===== src/rtl/prescale_pkg.sv =====
package prescale_pkg;
  localparam int unsigned CODE_W   = 3;
  localparam int unsigned SHIFT_W  = 4;
  localparam int unsigned NUM_OSC  = 2;
  localparam int unsigned MAX_LOG2 = 12;

  typedef enum logic {OSC_SYS = 1'b0, OSC_RTC = 1'b1} osc_e;

  // log2 of the divide ratio for each source and code
  function automatic logic [SHIFT_W-1:0] div_log2(input int unsigned osc,
                                                  input logic [CODE_W-1:0] code);
    logic [SHIFT_W-1:0] r;
    if (osc == 0) begin
      case (code)
        3'd0: r = 4'd1;
        3'd1: r = 4'd3;
        3'd2: r = 4'd5;
        3'd3: r = 4'd6;
        3'd4: r = 4'd7;
        3'd5: r = 4'd8;
        3'd6: r = 4'd10;
        default: r = 4'd12;
      endcase
    end else begin
      r = {1'b0, code};
    end
    return r;
  endfunction
endpackage


===== src/rtl/ps_div_chain.sv =====
module ps_div_chain #(
  parameter int unsigned CNT_W = 12
) (
  input  logic             clk_i,
  input  logic             rst_ni,
  input  logic             src_pulse_i,
  input  logic             en_i,
  output logic [CNT_W-1:0] cnt_o
);
  always_ff @(posedge clk_i or negedge rst_ni) begin
    if (!rst_ni)                 cnt_o <= '0;
    else if (en_i && src_pulse_i) cnt_o <= cnt_o + CNT_W'(1);
  end
endmodule


===== src/rtl/ps_tap_match.sv =====
module ps_tap_match #(
  parameter int unsigned CNT_W   = 12,
  parameter int unsigned SHIFT_W = 4
) (
  input  logic [CNT_W-1:0]   cnt_i,
  input  logic [SHIFT_W-1:0] shift_i,
  input  logic               src_pulse_i,
  input  logic               en_i,
  output logic               hit_o
);
  logic [CNT_W-1:0] mask;
  always_comb begin
    mask  = (CNT_W'(1) << shift_i) - CNT_W'(1);
    // final pulse of a full period: low bits about to wrap
    hit_o = en_i & src_pulse_i & ((cnt_i & mask) == mask);
  end
endmodule


===== src/rtl/dual_osc_prescaler.sv =====
module dual_osc_prescaler
  import prescale_pkg::*;
(
  input  logic              clk_i,
  input  logic              rst_ni,
  input  logic              rtc_pulse_i,
  input  logic              osc_sel_i,
  input  logic [CODE_W-1:0] scale_i,
  input  logic [1:0]        grp_en_i,
  output logic              tick_o
);
  localparam int unsigned CNT_W = MAX_LOG2;

  logic [NUM_OSC-1:0] src_pulse;
  logic [NUM_OSC-1:0] hit;
  osc_e               sel;

  assign src_pulse = {rtc_pulse_i, 1'b1};
  assign sel       = osc_e'(osc_sel_i);

  for (genvar g = 0; g < NUM_OSC; g++) begin : g_osc
    logic [CNT_W-1:0]   cnt;
    logic [SHIFT_W-1:0] shift;

    assign shift = div_log2(g, scale_i);

    ps_div_chain #(.CNT_W(CNT_W)) u_chain (
      .clk_i       (clk_i),
      .rst_ni      (rst_ni),
      .src_pulse_i (src_pulse[g]),
      .en_i        (grp_en_i[g]),
      .cnt_o       (cnt)
    );

    ps_tap_match #(.CNT_W(CNT_W), .SHIFT_W(SHIFT_W)) u_tap (
      .cnt_i       (cnt),
      .shift_i     (shift),
      .src_pulse_i (src_pulse[g]),
      .en_i        (grp_en_i[g]),
      .hit_o       (hit[g])
    );
  end

  always_ff @(posedge clk_i or negedge rst_ni) begin
    if (!rst_ni) tick_o <= 1'b0;
    else         tick_o <= (sel == OSC_RTC) ? hit[1] : hit[0];
  end
endmodule


===== config.mk =====
export PLATFORM = sky130hd
export DESIGN_NAME = dual_osc_prescaler
export DESIGN_NICKNAME = d
export VERILOG_FILES = /design/src/rtl/prescale_pkg.sv /design/src/rtl/ps_div_chain.sv /design/src/rtl/ps_tap_match.sv /design/src/rtl/dual_osc_prescaler.sv
export SDC_FILE = /design/constraint.sdc
export NUM_CORES = 1
export LEC_CHECK = 0
export ABC_AREA = 1
export BUFFER_PORTS_ARGS = -buffer_cell sky130_fd_sc_hd__buf_2
export CAP_MARGIN = 25
export CORE_ASPECT_RATIO = 1.2
export CORE_MARGIN = 2
export CORE_UTILIZATION = 56
export DETAILED_ROUTE_END_ITERATION = 12
export GPL_ROUTABILITY_DRIVEN = 0
export PLACE_DENSITY = 0.78
export SETUP_SLACK_MARGIN = 0.4
export SYNTH_ARGS = -nofsm -noshare
export SYNTH_HDL_FRONTEND = slang
export SYNTH_SLANG_ARGS = --single-unit

===== constraint.sdc =====
create_clock -name clk_i -period 1.7 [get_ports clk_i]
set_clock_uncertainty 0.2 [all_clocks]
set_input_delay 0.51 -clock clk_i [delete_from_list [all_inputs] [get_ports clk_i]]
set_output_delay 0.51 -clock clk_i [all_outputs]
set_load 0.005 [all_outputs]

==> metrics.txt <==
status=finished clean; initial core utilization=60.4%; syn_nets=161; post-synthesis cell type count=19; die area=2400 sq um; fin crit share=89.3%; critical path data required time=between 0.9 and 1 ns; compound-cell area share of the yosys netlist=3.32%; largest net degree at the start of global routing=21; antenna viol nets, final=0; clock slew at reported path FFs=0.11 ns; layout cells sized above 1=26.4%; sequence of cells on the critical path=buf_2; maxcap violations=0; die height=53.2 microns; internal power=0.00107 W; Final Worst Setup Slack=0.181 ns; Worst VDD drop=1.20 mV; # IOs=10; # setup viols final=0; WP depth=1; xor-xnor portion of the synthesized cell area=9.29%; fmax=approximately 660 MHz; Reg power frac=45.3%; crit start category=flip-flop; Post-Syn Instances=149; register area share after synthesis=44.2%; Avg Cell Area, Syn=7.59 sq um; Initial DRC Count=24; DRC viols=0; # nets final=roughly 190; Worst Setup EP=tick_o; Area growth syn-to-layout=28.3%; clk buf depth=2; CTS Sinks=20; Critical Path Slowest Stage Cell=dfrtp_1; pwr dens=1230 nW/um^2; post-place setup slack=-0.0231 ns; CTS Root Buffer Type=clkbuf_4; number of enable flip-flop cells after synthesis=0; type of the tightest min-delay check=flip-flop to flip-flop; Switch Pwr=0.000711 W; Crit Path Class=flip-flop to output pin; Max Slew Vio Count=0; Crit. End Element=output pin; Leak=0.783 nW; Post-Synth Adder-Cell Area=3.32%; Clock power frac=12.5%; number of buffers and inverters on the critical path=1; largest family of logic cells by synthesized area=simple AND/OR/NAND/NOR gates; Final Core Density=approximately 78%; routed wire length=approximately 2400 microns; post-synthesis mux area share=0%; number of H-tree levels=1; Antenna Cells=0; R2R Setup Slk=between 0.2 and 0.3 ns; Comb pwr share=42.2%; filler instances=125; vias in the first global route=888; first-pass detailed-route iteration total=4; GRT Util Overall=20.7%; vias per cell=5.21; Ys Warns=0; Cell Area, Synth=1130 sq um; grt total ovfl=0; Fin. Hold Viols=0; Post-synth ARST share=100%; Crit path largest cell delay=0.38 ns; vias=1005; #FFs+latches synth=20; launching point of the worst reg2reg path=g_osc[0].u_chain.cnt_o[1]$_DFFE_PN0P_; initial antenna violation count=0; CP Data Arrival Time=0.81 ns; later-pin clock latency in the skew report=0.31 ns; worst reg2reg path depth=6; row cnt=17; IO buf count=9; Critical Path Start=tick_o$_DFF_PN0_; WL per Instance=12.3 microns; Synth Flop Type=dfrtp_1; Die Wd=45.0 microns; reg2reg end=g_osc[0].u_chain.cnt_o[10]$_DFFE_PN0P_; Core Footprint=around 1900 sq um; CP delay by family, top=flip-flops; Sw Share=roughly two fifths; HPWL Detailed=roughly 1600 microns; Worst Path Max Fanout=1; Post-Synth Simple-Gate Area=31.5%; RSZ-0062 raised after global routing=true; Num CTS Buffers=3; CTS tree=built; first-pass GRT wire length=3600 microns; Min Clock Period, post-route=1.52 ns
## worst min-delay path by stage
stage	endpoint	slack [ns]	depth (start not counted)	start
3_5_place_dp	g_osc[0].u_chain.cnt_o[4]$_DFFE_PN0P_	0.27	1	g_osc[0].u_chain.cnt_o[4]$_DFFE_PN0P_
5_1_grt	g_osc[0].u_chain.cnt_o[0]$_DFFE_PN0P_	0.30	2	grp_en_i[0]
4_1_cts	g_osc[0].u_chain.cnt_o[4]$_DFFE_PN0P_	0.29	1	g_osc[0].u_chain.cnt_o[4]$_DFFE_PN0P_
6_report	g_osc[0].u_chain.cnt_o[3]$_DFFE_PN0P_	0.29	1	g_osc[0].u_chain.cnt_o[3]$_DFFE_PN0P_
3_3_place_gp	g_osc[0].u_chain.cnt_o[4]$_DFFE_PN0P_	0.26	1	g_osc[0].u_chain.cnt_o[4]$_DFFE_PN0P_
2_1_floorplan	g_osc[0].u_chain.cnt_o[0]$_DFFE_PN0P_	0.01	0	rst_ni
## flip-flops by register name, indices dropped and copies added (netlist names)
signal	flops
g_osc.u_chain.cnt_o	19
tick_o	1
## placed cells by master (no fill, tap or decap), types with 2 or more instances in the layout
cell / n
buf_8: 2
nand2_1: 46
ha_4: 2
inv_1: 22
buf_6: 3
xnor2_1: 3
a21oi_1: 2
dfrtp_1: 20
o21ai_0: 2
xor2_1: 9
nor2_1: 12
buf_2: 7
nor2_4: 4
nand3b_1: 2
nand2_2: 6
clkbuf_4: 3
buf_4: 9
nand3_1: 7
## cells in the mapped netlist, types with 2 or more instances
cell type	count	area [sq um]
ha_1	3	37.5
inv_1	24	90.1
nand2_2	2	12.5
nand3b_1	2	15.0
nor2_1	14	52.6
dfrtp_1	20	500
xnor2_1	3	26.3
nand3_1	9	45.0
xor2_1	9	78.8
a21oi_1	2	10.0
o21ai_0	2	10.0
nor2_2	2	12.5
nand2_1	51	191
## worst register-to-register path: stages (launching register included)
cell	delay (ns)
dfrtp_1	0.42
ha_4	0.17
nand3_4	0.10
nor3_4	0.23
nand3_1	0.11
nand2_1	0.09
inv_1	0.04
## metal layers
metal  share of wire, %  vias up  track usage, %
li1                   -      500               -
met1                 44      467            25.2
met2                 50       31            36.4
met3                3.8        7            2.05
met4                2.6        0            8.82
met5                  0        -               0
## timing repair
item                                    CTS  global route
hold endpoints to repair                 20             0
pin swaps                                 9            11
cloned                                    0             0
hold buffers                              1             0
setup buffers                             2             6
endpoints found under the setup margin    8            12
gates resized for setup                  11            17
## final cells by class
cell class	count	area, sq um	area share [%]
Timing Repair Buffer	22	176	12.2
Clock buffer	3	22.5	1.55
Tap cell	19	23.8	1.64
Inverter	24	92.6	6.38
Multi-Input combinational cell	105	636	43.8
Sequential cell	20	500	34.5
## cell families after synthesis
kind of cell | after synthesis
flops | 20
other cells | 1
compound gates | 6
simple gates | 83
buf+inv | 24
fa+ha+maj | 3
xor+xnor | 12
## power groups by stage
stage | clock network, W | registers (W) | logic, W
2_1_floorplan | 0 | 0.000755 | 0.000411
3_3_place_gp | 0 | 0.000779 | 0.000502
3_5_place_dp | 0 | 0.000789 | 0.000515
4_1_cts | 0.000225 | 0.000772 | 0.000593
5_1_grt | 0.000241 | 0.000826 | 0.000841
6_report | 0.000223 | 0.000809 | 0.000753
## through the flow
| step | instance area, sq um | hold slack (ns) | setup TNS, ns | cells | power [W] |
|---|---|---|---|---|---|
| after global routing | 1450 | 0.298 | 0 | 193 | 0.00191 |
| after CTS | 1340 | 0.287 | 0 | 187 | 0.00159 |
| after detailed placement | 1250 | 0.267 | -0.0231 | 181 | 0.00130 |
| final | 1450 | 0.295 | 0 | 193 | 0.00178 |
| after floorplan | 1150 | 0.0144 | 0 | 149 | 0.00117 |
| after global placement | 1250 | 0.261 | 0 | 181 | 0.00128 |
Note: power is estimated with default switching activity, not from simulation.
